<file path="src/rtl/apg_pkg.sv">
package apg_pkg;
    typedef enum logic [1:0] {
        LK_NONE = 2'd0,
        LK_RD   = 2'd1,
        LK_WR   = 2'd2
    } lock_e;

    typedef enum logic {
        PH_CLOSED = 1'b0,
        PH_OPEN   = 1'b1
    } phase_e;
endpackage

</file>
<file path="src/rtl/apg_window.sv">
module apg_window
    import apg_pkg::*;
#(
    parameter int CNT_W = 16
) (
    input  logic             clk,
    input  logic             rst_n,
    input  logic [CNT_W-1:0] on_len,
    input  logic [CNT_W-1:0] off_len,
    output logic             gate_open,
    output logic             restart
);
    typedef struct packed {
        phase_e           phase;
        logic [CNT_W-1:0] cnt;
    } win_t;

    win_t st_q, st_d;
    logic [CNT_W:0] cnt_inc;
    logic           last_open, last_closed, never_open;

    always_comb begin
        cnt_inc     = {1'b0, st_q.cnt} + 1'b1;
        last_open   = cnt_inc >= {1'b0, on_len};
        last_closed = cnt_inc >= {1'b0, off_len};
        never_open  = (on_len == '0) && (off_len != '0);
        st_d        = st_q;
        restart     = 1'b0;
        if (st_q.phase == PH_OPEN) begin
            if (last_open) begin
                st_d.cnt = '0;
                if (off_len == '0) begin
                    restart = 1'b1;
                end else begin
                    st_d.phase = PH_CLOSED;
                end
            end else begin
                st_d.cnt = cnt_inc[CNT_W-1:0];
            end
        end else begin
            if (last_closed) begin
                st_d.cnt   = '0;
                st_d.phase = PH_OPEN;
                restart    = 1'b1;
            end else begin
                st_d.cnt = cnt_inc[CNT_W-1:0];
            end
        end
        gate_open = (st_q.phase == PH_OPEN) && !never_open;
    end

    always_ff @(posedge clk) begin
        if (!rst_n) begin
            st_q <= '{phase: PH_OPEN, cnt: '0};
        end else begin
            st_q <= st_d;
        end
    end

    // A closed window never lasts past its programmed length
    assert_closed_ends_R3: assert property (@(posedge clk) disable iff (!rst_n)
        (st_q.phase == PH_CLOSED && last_closed) |=> (st_q.phase == PH_OPEN));
endmodule

</file>
<file path="src/rtl/apg_budget.sv">
module apg_budget #(
    parameter int LEN_W = 8,
    parameter int CAP_W = 16
) (
    input  logic             clk,
    input  logic             rst_n,
    input  logic [CAP_W-1:0] cap,
    input  logic             restart,
    input  logic [LEN_W-1:0] len_r,
    input  logic [LEN_W-1:0] len_w,
    input  logic             hs_r,
    input  logic             hs_w,
    output logic             fit_r,
    output logic             fit_w
);
    localparam int USED_W = ((CAP_W > LEN_W) ? CAP_W : LEN_W) + 2;

    typedef struct packed {
        logic [USED_W-1:0] used;
    } bud_t;

    bud_t st_q, st_d;
    logic [USED_W-1:0] words_r, words_w, cap_x, charge;
    logic              unlimited;

    always_comb begin
        words_r   = USED_W'(len_r) + 1'b1;
        words_w   = USED_W'(len_w) + 1'b1;
        cap_x     = USED_W'(cap);
        unlimited = (cap == '0);
        fit_r     = unlimited || ((st_q.used + words_r) <= cap_x);
        fit_w     = unlimited || ((st_q.used + words_w) <= cap_x);
        charge    = '0;
        if (hs_r) charge = words_r;
        if (hs_w) charge = words_w;
        st_d = st_q;
        if (restart) begin
            st_d.used = '0;
        end else if (!unlimited) begin
            st_d.used = st_q.used + charge;
        end
    end

    always_ff @(posedge clk) begin
        if (!rst_n) begin
            st_q <= '0;
        end else begin
            st_q <= st_d;
        end
    end

    assert_refill_R8: assert property (@(posedge clk) disable iff (!rst_n)
        restart |=> (st_q.used == '0));

    assert_within_cap_R6: assert property (@(posedge clk) disable iff (!rst_n)
        (cap != '0 && !restart && ((hs_r && fit_r) || (hs_w && fit_w)))
        |=> (st_q.used <= USED_W'($past(cap))));
endmodule

</file>
<file path="src/rtl/apg_arbiter.sv">
module apg_arbiter
    import apg_pkg::*;
(
    input  logic clk,
    input  logic rst_n,
    input  logic gate_open,
    input  logic vld_r,
    input  logic vld_w,
    input  logic rdy_r,
    input  logic rdy_w,
    input  logic fit_r,
    input  logic fit_w,
    output logic grant_r,
    output logic grant_w
);
    typedef struct packed {
        lock_e lock;
        logic  prefer_w;
    } arb_t;

    arb_t st_q, st_d;
    logic el_r, el_w;

    always_comb begin
        el_r    = vld_r && gate_open && fit_r;
        el_w    = vld_w && gate_open && fit_w;
        grant_r = 1'b0;
        grant_w = 1'b0;
        case (st_q.lock)
            LK_RD:   grant_r = 1'b1;
            LK_WR:   grant_w = 1'b1;
            default: begin
                if (el_r && el_w) begin
                    grant_r = !st_q.prefer_w;
                    grant_w = st_q.prefer_w;
                end else begin
                    grant_r = el_r;
                    grant_w = el_w;
                end
            end
        endcase
        st_d      = st_q;
        st_d.lock = LK_NONE;
        if (grant_r && vld_r && !rdy_r) st_d.lock = LK_RD;
        if (grant_w && vld_w && !rdy_w) st_d.lock = LK_WR;
        if (grant_r && vld_r && rdy_r)  st_d.prefer_w = 1'b1;
        if (grant_w && vld_w && rdy_w)  st_d.prefer_w = 1'b0;
    end

    always_ff @(posedge clk) begin
        if (!rst_n) begin
            st_q <= '{lock: LK_NONE, prefer_w: 1'b0};
        end else begin
            st_q <= st_d;
        end
    end

    assert_single_grant_R9: assert property (@(posedge clk) disable iff (!rst_n)
        $onehot0({grant_r, grant_w}));
endmodule

</file>
<file path="src/rtl/addr_pulse_gate.sv">
module addr_pulse_gate #(
    parameter int CNT_W = 16,
    parameter int CAP_W = 16,
    parameter int LEN_W = 8
) (
    input  logic             clk,
    input  logic             rst_n,
    input  logic [CNT_W-1:0] on_len,
    input  logic [CNT_W-1:0] off_len,
    input  logic [CAP_W-1:0] word_cap,
    input  logic             ar_valid_i,
    input  logic [LEN_W-1:0] ar_len_i,
    output logic             ar_ready_o,
    output logic             ar_valid_o,
    input  logic             ar_ready_i,
    input  logic             aw_valid_i,
    input  logic [LEN_W-1:0] aw_len_i,
    output logic             aw_ready_o,
    output logic             aw_valid_o,
    input  logic             aw_ready_i
);
    logic gate_open, restart, fit_r, fit_w, grant_r, grant_w, hs_r, hs_w;

    apg_window #(.CNT_W(CNT_W)) u_window (
        .clk(clk), .rst_n(rst_n), .on_len(on_len), .off_len(off_len),
        .gate_open(gate_open), .restart(restart)
    );

    apg_budget #(.LEN_W(LEN_W), .CAP_W(CAP_W)) u_budget (
        .clk(clk), .rst_n(rst_n), .cap(word_cap), .restart(restart),
        .len_r(ar_len_i), .len_w(aw_len_i), .hs_r(hs_r), .hs_w(hs_w),
        .fit_r(fit_r), .fit_w(fit_w)
    );

    apg_arbiter u_arbiter (
        .clk(clk), .rst_n(rst_n), .gate_open(gate_open),
        .vld_r(ar_valid_i), .vld_w(aw_valid_i),
        .rdy_r(ar_ready_i), .rdy_w(aw_ready_i),
        .fit_r(fit_r), .fit_w(fit_w),
        .grant_r(grant_r), .grant_w(grant_w)
    );

    always_comb begin
        ar_valid_o = ar_valid_i && grant_r;
        ar_ready_o = ar_ready_i && grant_r;
        aw_valid_o = aw_valid_i && grant_w;
        aw_ready_o = aw_ready_i && grant_w;
        hs_r       = ar_valid_o && ar_ready_i;
        hs_w       = aw_valid_o && aw_ready_i;
    end

    assert_closed_blocks_R3: assert property (@(posedge clk) disable iff (!rst_n)
        (!gate_open && !$past(ar_valid_o && !ar_ready_i) && !$past(aw_valid_o && !aw_ready_i))
        |-> (!ar_valid_o && !aw_valid_o));

    assert_hold_rd_R10: assert property (@(posedge clk) disable iff (!rst_n)
        (ar_valid_o && !ar_ready_i) |=> (!ar_valid_i || ar_valid_o));

    assert_hold_wr_R10: assert property (@(posedge clk) disable iff (!rst_n)
        (aw_valid_o && !aw_ready_i) |=> (!aw_valid_i || aw_valid_o));
endmodule

</file>
<file path="config.mk">
export PLATFORM = sky130hd
export DESIGN_NAME = addr_pulse_gate
export DESIGN_NICKNAME = d
export VERILOG_FILES = /design/src/rtl/apg_pkg.sv /design/src/rtl/apg_window.sv /design/src/rtl/apg_budget.sv /design/src/rtl/apg_arbiter.sv /design/src/rtl/addr_pulse_gate.sv
export SDC_FILE = /design/constraint.sdc
export NUM_CORES = 1
export LEC_CHECK = 0
export ABC_AREA = 1
export BUFFER_PORTS_ARGS = -buffer_cell sky130_fd_sc_hd__buf_2
export CAP_MARGIN = 40
export CORE_MARGIN = 2
export CORE_UTILIZATION = 35
export CTS_CLUSTER_DIAMETER = 120
export CTS_CLUSTER_SIZE = 10
export DETAILED_ROUTE_END_ITERATION = 10
export SYNTH_ARGS = -nofsm -noshare
export SYNTH_HDL_FRONTEND = slang
export SYNTH_SLANG_ARGS = --single-unit
</file>
<file path="constraint.sdc">
create_clock -name clk -period 6.7 [get_ports clk]
set_clock_uncertainty 0.2 [all_clocks]
set_input_delay 0.335 -clock clk [delete_from_list [all_inputs] [get_ports clk]]
set_output_delay 0.335 -clock clk [all_outputs]
set_load 0.01 [all_outputs]
</file>
== Yosys cells after proc, flatten, opt, wreduce, memory -nomap -nowiden ==
Cells that the tools add are included.
W data, S select, Z words.

* Reduce and logical (&&, ||, !) cells: 28
* Order comparisons: 4
* Shifts and indexed selects: 0
* Eq/ne operators: 2
* Bitwise gates (word level): 1
* Divide/modulo/power cells: 0
* $mul: 0
* Add/sub/neg operators: 6
* Mux-type cells: 16

{| class="wikitable"
|+ Operators with widths
! cell !! count
|-
| $add A18 B18 Y18 || 3
|-
| $logic_not A16 Y1 || 3
|-
| $le A18 B16 Y1 || 2
|-
| $mux W18 || 2
|-
| $ge A17 B16 Y1 || 2
|-
| $mux W16 || 2
|-
| $add A8 B1 Y9 const B || 2
|-
| $add A16 B1 Y17 const B || 1
|-
| $mux W17 || 1
|-
| $reduce_bool A16 Y1 || 1
|-
| $logic_and A1 B1 Y1 || 15
|-
| $mux W1 || 8
|-
| $reduce_or A2 Y1 || 3
|-
| $logic_not A1 Y1 || 4
|-
| $pmux W1 S2 || 2
|-
| $eq A2 B1 Y1 const B || 1
|-
| $eq A2 B2 Y1 const B || 1
|-
| $logic_or A1 B1 Y1 || 2
|-
| $mux W2 || 1
|-
| $not A1 Y1 || 1
|}

* Output and inout bits: 4
* Memories: 0
* Bits of input ports: 70
* Bits in latches: 0
* RAM bits: 0
* Bits in registers: 38
* Memory bits (read-only): 0

== Longest topological paths before layout ==
Gate-level depths: netlist of the first run.

* Word-level depth: 14
* Gate-level depth with buffers: 50
* Mapped depth without buffers: 50

== Hierarchy ==
Synthesis of the first run repeated with hierarchy kept, for this count alone.

* Cells, all modules: 883
* Area, all modules: 5634.2 um^2

{| class="wikitable"
|+ Modules (own cells, without submodules)
! module !! area an instance (um^2) !! cells each !! times used
|-
| apg_budget || 3483.3 || 553 || 1
|-
| apg_window || 1863.0 || 282 || 1
|-
| apg_arbiter || 237.7 || 36 || 1
|-
| addr_pulse_gate || 50.0 || 12 || 1
|}

== Least setup slack after synthesis of the first run ==
OpenSTA, ideal clock, no wires.

* Path kind: input port to flip-flop
* Start point: input ar_len_i[0]
* End point: register u_budget.st_q[12] in the netlist's numbering
* Arrival: 5.497 ns
* Stages on the path: 43
* Setup time: 0.116 ns
* Required time: 6.384 ns
* Buffers on the path: 0
* Path slack: 0.888 ns
* Cells stage by stage: ha_1 > nand3_1 > nor3b_1 > xnor2_1 > inv_1 > ha_1 > nand2_1 > nor2_1 > nand3_1 > nand3_1 > nand2_1 > nor2_1 > nand2_1 > xor2_1 > ha_1 > nand2_1 > nor3_1 > nand4_1 > [7 not listed] > nand2_1 > ha_1 > fa_1 > nand3_1 > nand2_1 > nand2_1 > nand2_1 > a21oi_1 > nor2_1 > o21ai_0 > nand2_1 > nand2_1 > nand2_1 > nand2_1 > inv_1 > nand2_1 > xor2_1 > nor2_1

* Longest elaborated chain between the ends: 13

{| class="wikitable"
|+ Ends and longest elaborated chain
! element !! RTL line !! text
|-
| start, declared || addr_pulse_gate.sv:12 || <nowiki>input logic [LEN_W-1:0] ar_len_i,</nowiki>
|-
| $add A8 B1 Y9 (*) || apg_budget.sv:27 || <nowiki>words_r = USED_W'(len_r) + 1'b1;</nowiki>
|-
| $add A18 B18 Y18 || apg_budget.sv:31 || <nowiki>fit_r = unlimited || ((st_q.used + words_r) <= cap_x);</nowiki>
|-
| $le A18 B16 Y1 || apg_budget.sv:31 ||
|-
| $logic_or A1 B1 Y1 || apg_budget.sv:31 ||
|-
| $logic_and A1 B1 Y1 || apg_arbiter.sv:25 || <nowiki>el_r = vld_r && gate_open && fit_r;</nowiki>
|-
| $logic_and A1 B1 Y1 || apg_arbiter.sv:33 || <nowiki>if (el_r && el_w) begin</nowiki>
|-
| $mux W1 || apg_arbiter.sv:33 ||
|-
| $pmux W1 S2 || apg_arbiter.sv:29 || <nowiki>case (st_q.lock)</nowiki>
|-
| $logic_and A1 B1 Y1 || addr_pulse_gate.sv:44 || <nowiki>ar_valid_o = ar_valid_i && grant_r;</nowiki>
|-
| $logic_and A1 B1 Y1 || addr_pulse_gate.sv:48 || <nowiki>hs_r = ar_valid_o && ar_ready_i;</nowiki>
|-
| $mux W18 || apg_budget.sv:34 || <nowiki>if (hs_r) charge = words_r;</nowiki>
|-
| $mux W18 (*) || apg_budget.sv:35 || <nowiki>if (hs_w) charge = words_w;</nowiki>
|-
| $add A18 B18 Y18 (*) || apg_budget.sv:40 || <nowiki>st_d.used = st_q.used + charge;</nowiki>
|-
| end signal, assigned || apg_budget.sv:48 || <nowiki>st_q <= st_d;</nowiki>
|-
| end, declared || apg_budget.sv:22 || <nowiki>bud_t st_q, st_d;</nowiki>
|}

Mark *: on every way between the ends. The rest lies on a longest branch, timed or not.
A chain may end at the register's enable or synchronous reset.

== Final worst setup path of the first run ==
* Start point: input aw_len_i[0]
* End point: register u_budget.st_q[12] in the netlist's numbering

* Longest elaborated chain between the ends: 13

{| class="wikitable"
|+ Ends and longest elaborated chain
! element !! RTL line !! text
|-
| start, declared || addr_pulse_gate.sv:17 || <nowiki>input logic [LEN_W-1:0] aw_len_i,</nowiki>
|-
| $add A8 B1 Y9 (*) || apg_budget.sv:28 || <nowiki>words_w = USED_W'(len_w) + 1'b1;</nowiki>
|-
| $add A18 B18 Y18 || apg_budget.sv:32 || <nowiki>fit_w = unlimited || ((st_q.used + words_w) <= cap_x);</nowiki>
|-
| $le A18 B16 Y1 || apg_budget.sv:32 ||
|-
| $logic_or A1 B1 Y1 || apg_budget.sv:32 ||
|-
| $logic_and A1 B1 Y1 || apg_arbiter.sv:26 || <nowiki>el_w = vld_w && gate_open && fit_w;</nowiki>
|-
| $logic_and A1 B1 Y1 || apg_arbiter.sv:33 ||
|-
| $mux W1 || apg_arbiter.sv:33 ||
|-
| $pmux W1 S2 || apg_arbiter.sv:29 ||
|-
| $logic_and A1 B1 Y1 || addr_pulse_gate.sv:44 ||
|-
| $logic_and A1 B1 Y1 || addr_pulse_gate.sv:48 ||
|-
| $mux W18 || apg_budget.sv:34 ||
|-
| $mux W18 (*) || apg_budget.sv:35 ||
|-
| $add A18 B18 Y18 (*) || apg_budget.sv:40 ||
|}

Marks and branches as above.

==> results of run 1 <==
## cell families (layout without fill, tap and decap cells)
kind of cell | after synthesis | count (layout) | synth area share [%]
and+or+nand+nor | 419 | 419 | 34.7
buffers and inverters | 151 | 229 | 10.6
adders and majority gates | 99 | 99 | 22.5
AOI/OAI and AO/OA | 88 | 88 | 9.14
xor gates and xnor gates | 58 | 58 | 9.18
DFF | 38 | 38 | 13.5
muxes | 2 | 2 | 0.357
## synth_stat cells (3+ instances only)
cell type,n,area [um^2]
nor3_1,8,40.0
o21ai_0,15,75.1
fa_1,3,60.1
nand3b_1,6,45.0
nor2_1,76,285
xnor2_1,14,123
nand2_2,7,43.8
a21o_1,5,37.5
nor3b_1,3,22.5
ha_1,96,1200
xor2_1,43,377
nor2_2,19,119
nand2_1,209,785
nand3_1,50,250
dfxtp_1,38,761
o21a_1,5,37.5
a31oi_1,6,37.5
nand4_1,16,100
inv_1,143,537
nor4_1,7,43.8
a21oi_1,46,230
## sequential cells by signal, indices dropped and copies added (netlist names)
| signal | flops |
|---|---|
| u_budget.st_q | 18 |
| u_arbiter.st_q | 3 |
| u_window.st_q | 17 |
## worst reg2reg max path: cells and delay by family, from the launching register on
| kind | cells | cell delay (ns) |
|---|---|---|
| AND/OR/NAND/NOR | 26 | 2.49 |
| adder cells (fa/ha/maj) | 5 | 1.61 |
| AO/OA/AOI/OAI | 3 | 0.52 |
| flip-flops | 1 | 0.36 |
| XOR/XNOR | 2 | 0.29 |
| buffers and inverters | 2 | 0.19 |
## report_power, final
part,internal [mW],switching [mW],total [mW]
logic,0.112,0.165,0.276
clock network,0.184,0.0918,0.275
registers,0.232,0.00969,0.242
total,0.528,0.266,0.794
## final cells by class
cell class                 count  area (um^2)  share of cell area (%)
sequential                    38          761                    11.7
tap                          216          270                    4.15
multi-input combinational    666         4370                    67.1
clock inverter                 1         30.0                   0.461
timing repair buffer          76          388                    5.96
inverter                     146          553                    8.50
clock buffer                   6          139                    2.13
## worst paths after layout
kind / from / end / slack, ns / depth (start not counted)
worst min-delay path: aw_ready_i / u_arbiter.st_q[2] / 0.11 / 2
worst max register to register: u_budget.st_q[0] / u_budget.st_q[12] / 0.94 / 38
worst max-delay path: aw_len_i[0] / u_budget.st_q[12] / 0.69 / 45
worst min register to register: u_window.st_q[0] / u_window.st_q[0] / 0.32 / 1
## layer usage
layer | part of all wire [%] | track usage, %
met1 | 50 | 24.6
met2 | 46 | 29.2
met3 | 3.5 | 1.38
met4 | 0.42 | 2.94
met5 | 0 | 0
## cell usage in the layout (no fill, tap or decap), types with 16 or more instances in the layout
master / instances
a21oi_1: 44
buf_2: 73
dfxtp_1: 38
ha_1: 94
inv_1: 143
nand2_1: 208
nand3_1: 45
nand4_1: 16
nor2_1: 72
nor2_2: 23
xor2_1: 42
## timing repair
| action | in CTS | in global routing |
|---|---|---|
| hold buffers | 0 | 0 |
| endpoints found under the setup margin | 0 | 8 |
| setup buffers | 0 | 2 |
| gates resized for setup | 0 | 25 |
==> out/qor.txt, run 1 <==
CP most frequent cell - nand2_1
Core area - 15800 um^2
Yosys reg bits - 38
MaxCap Viol Count - 0
Final instance area - 6510 um^2
Die height - 131 um
Fill cell count - 1690
TritonCTS clock tree - yes
Fin. max-slew vios - 0
Final setup viols - 0
Max Clk Rate - 167 MHz
Worst path arrival time - 5.97 ns
Fin nets - 1102
Number of flops mapped to enable cells by yosys - 0
Worst Tran Pin Value - 0.676 ns
Final Worst Setup Slack - 0.695 ns
Slew HR - 54.8%
DP Worst Slack - 0.00495 ns
Final Wtd Congestion - 0.837
CTS H-Tree Depth - 2
DR DRC count - 0
Most frequently used flop master after synthesis - dfxtp_1
Worst Setup End Kind - flip-flop
Critical Path Source Type - primary input
Cell count after synthesis - 855
I/O Pins - 74
Placed insts - 1140
GRT overflow - 0
Setup CP Type - primary input to flip-flop
Largest net degree at the start of global routing - 19
Via count - 5448
Site Rows - 46
Slowest-stage cell, CP - fa_1
PortBufs - 73
1st-pass router iterations - 5
Antenna Violating Nets Remaining - 0
Die W - 131 um
GRT Overall Usage - 17.3%
Family with the most delay on the worst path - simple AND/OR/NAND/NOR gates
Routed WL - 14500 um
Detailed placement HPWL - 12400 um
Clk pin slew, worst setup/hold paths - 0.06 ns
Tot Pwr - 0.794 mW
First-pass GRT wire length - 23800 um
Post-Syn Area - 5620 um^2
TritonCTS Buffers - 5
Antenna cells - 0
Initial antenna violation count - 0
LEAKAGE - 3.55 nW
Share of cells above drive strength 1 - 16.0%
Setup TNS - 0 ns
Status - finished, final reports clean
Tmin final - 6.01 ns
Fin cells - 1149
CTS sink cnt - 38
Via density - 4.74
Endpoints failing hold - 0
Post-DP Area - 6220 um^2
Synth warnings - 0
Worst-path maximum fanout - 6
Post-route clock period utilization - 89.6%
CP Data Required Time - 6.66 ns
Root Driver - clkbuf_16
Clock Latency Late Sink - 0.28 ns
WL per Instance - 12.6 um
Initial DRC Count - 223
PwrDens - 122 nW/um^2
Yosys cell types - 51
Post-Syn Area per Cell - 6.57 um^2
Number of global-route vias before repair - 5036
Die area - 17100 um^2
WHS - 0.114 ns
Worst path max stage delay - 0.41 ns
Fin util - 41.3%
Bufs on Longest Clock Path - 2
Peak VDD IR - 0.0839 mV
Crit path buf inv count - 3
Initial Util - 35.6%
Worst hold-check path type - primary input to flip-flop
Asr flop ratio synth - 0%
Seq/Total Area, Yosys - 13.5%
Area grow syn2layout - 15.9%
Net count after synthesis - 1024
No activity file was read; power rests on OpenSTA's default activity.
==> inputs of run 2 (changes only) <==
BUFFER_PORTS_ARGS = unset   (was -buffer_cell sky130_fd_sc_hd__buf_2)
DONT_BUFFER_PORTS = 1   (was unset)
GPL_TIMING_DRIVEN = 0   (was unset)
==> run 2 against run 1 <==
Hold slack worse by 0.094 ns. Worst setup slack got worse by 0.088 ns. Wire length fell by 5.4%. Cell area decreased by 5.2%. Combinational power is 10% lower. Clock-buffer cell count is the same. Sequential share of layout area rose by 0.64 points. Maximum frequency down 1.4%. Critical path type unchanged. Largest cell class unchanged. Highest routed layer unchanged.
==> out/qor.txt, run 2 (same netlist as run 1, synthesis figures left out) <==
Initial Util - 35.6% (unchanged)
Worst Tran Pin Value - 0.514 ns (-0.162 ns)
Largest registers - u_budget.st_q: 18 flops, u_window.st_q: 17 flops, u_arbiter.st_q: 3 flops
Die height - 131 um (unchanged)
Reg-to-reg endpoint - u_budget.st_q[12]
GRT Overall Usage - 16.2% (-1.1 points)
Tmin final - 6.09 ns (+0.0882 ns)
TritonCTS Buffers - 5 (unchanged)
Min-delay src - ar_ready_i
Slew HR - 65.4% (+11 points)
Fin cells - 1087 (-5.4%)
Post-route clock period utilization - 90.9% (+1.3 points)
WHS - 0.0197 ns (-0.0944 ns)
Clk pin slew, worst setup/hold paths - 0.06 ns (about the same)
Setup CP Type - primary input to flip-flop
Initial DRC Count - 219 (-1.8%)
Status - finished, final reports clean
Most frequent cells in the layout - nand2_1 (208), inv_1 (143), ha_1 (94)
Fill cell count - 1737 (+2.8%)
I/O Pins - 74 (unchanged)
Die area - 17100 um^2 (unchanged)
MaxCap Viol Count - 0 (unchanged)
Area grow syn2layout - 9.87%
Share of cells above drive strength 1 - 8.61% (-7.4 points)
Antenna Violating Nets Remaining - 0 (unchanged)
Via density - 4.77 (+0.60%)
Worst-path maximum fanout - 6 (unchanged)
LEAKAGE - 3.31 nW (-6.9%)
Root Driver - clkbuf_16
Detailed placement HPWL - 11800 um (-4.6%)
CTS H-Tree Depth - 2 (unchanged)
PortBufs - 0 (-100%)
Fin util - 39.1% (-2.2 points)
Depth of the worst hold-timing path - 3 (+1)
Commonest non-fill, non-tap cell in the layout - nand2_1
WL per Instance - 12.6 um (about the same)
Max Clk Rate - 164 MHz (-1.4%)
Critical Path Source Type - primary input
Via count - 5185 (-4.8%)
1st-pass router iterations - 4 (-1)
Worst Setup End Kind - flip-flop
Post-DP Area - 5890 um^2 (-5.3%)
CTS sink cnt - 38 (unchanged)
Antenna cells - 0 (unchanged)
Die W - 131 um (unchanged)
Slowest-stage cell, CP - fa_2
Number of global-route vias before repair - 4708 (-6.5%)
First-pass GRT wire length - 22000 um (-7.8%)
Hold worst-path end - u_arbiter.st_q[1]
Worst path max stage delay - 0.36 ns (-0.05 ns)
Final Wtd Congestion - 0.850 (+1.5%)
Final instance area - 6170 um^2 (-5.2%)
PwrDens - 119 nW/um^2 (-2.2%)
TritonCTS clock tree - yes
Worst hold-check path type - primary input to flip-flop
Max FFs per register - 18 (unchanged)
Largest net degree at the start of global routing - 13 (-6)
CP Data Required Time - 6.68 ns (+0.02 ns)
Fin nets - 1039 (-5.7%)
DR DRC count - 0 (unchanged)
Endpoints failing hold - 0 (unchanged)
DP Worst Slack - -0.326 ns (-0.331 ns)
Final setup viols - 0 (unchanged)
Final Worst Setup Slack - 0.607 ns (-0.0882 ns)
Site Rows - 46 (unchanged)
Fin. max-slew vios - 0 (unchanged)
Worst flop-to-flop path startpoint - u_budget.st_q[0]
Routed WL - 13700 um (-5.4%)
Placed insts - 1071 (-6.1%)
Setup TNS - 0 ns (unchanged)
Initial antenna violation count - 0 (unchanged)
Clock Latency Late Sink - 0.29 ns (about the same)
FF-to-FF setup slack - 0.85 ns (-0.09 ns)
Core area - 15800 um^2 (unchanged)
Cell depth of the worst flop-to-flop path - 39 (+2.6%)
Bufs on Longest Clock Path - 2 (unchanged)
Worst path arrival time - 6.07 ns (+0.10 ns)
Peak VDD IR - 0.0853 mV (+1.6%)
CP most frequent cell - nand2_1
Tot Pwr - 0.736 mW (-7.3%)
GRT overflow - 0 (unchanged)
Largest reg by FF count - u_budget.st_q
RSZ-0062 raised after global routing - false
-- run 2: cell types whose count changed in the layout (fill, tap and decap cells not counted), moves of 3 or more --
cell	before	now
buf_2	73	1
nor2_1	72	75
dlygate4sd3_1	0	3
nor2_2	23	20
-- run 2: timing repair --
item | in CTS | in global routing
gates cloned | 0 | 0
hold buffers | 3 | 0
resized for setup | 1 | 12
hold endpoints to repair | 4 | 0
pin swaps | 0 | 3
setup endpoints to repair | 2 | 8
buffers inserted | 0 | 5
-- run 2: worst max-delay path: cells and delay by family --
family | cells | cell delay [ns]
and+or+nand+nor | 30 | 2.88
AOI/OAI and AO/OA | 5 | 0.80
buffers and inverters | 3 | 0.31
xor gates and xnor gates | 2 | 0.39
adders and majority gates | 5 | 1.36
-- run 2: final cells by class --
| class | count | area [um^2] | share of cell area (%) |
|---|---|---|---|
| buffer | 5 | 42.5 | 0.690 |
| inverter | 146 | 553 | 8.96 |
| clock buffer | 6 | 139 | 2.25 |
| tap | 216 | 270 | 4.38 |
| sequential | 38 | 761 | 12.3 |
| clock inverter | 2 | 12.5 | 0.203 |
| timing repair buffer | 8 | 80.1 | 1.30 |
| multi-input combinational | 666 | 4310 | 69.9 |
-- run 2: worst max path at each step --
stage,from,end,cells past startpoint
global route,ar_len_i[0],u_budget.st_q[16],44
floorplan,ar_len_i[0],u_budget.st_q[12],43
detailed placement,ar_len_i[0],u_budget.st_q[12],43
global placement,ar_len_i[0],u_budget.st_q[12],43
finish,aw_len_i[0],u_budget.st_q[12],45
CTS,ar_len_i[0],u_budget.st_q[12],43
-- run 2: report_power, final --
part / internal [mW] / switching [mW]
Clock: 0.147 / 0.0990
Combinational: 0.0995 / 0.149
Sequential: 0.232 / 0.00865
-- run 2: per-layer routing --
metal / GRT usage [%] / part of all wire [%] / up-vias
met5: 0 / 0 / -
met4: 3.63 / 0.97 / 0
met3: 1.43 / 2.4 / 6
met2: 26.1 / 44 / 65
met1: 23.4 / 53 / 2309
li1: - / - / 2805
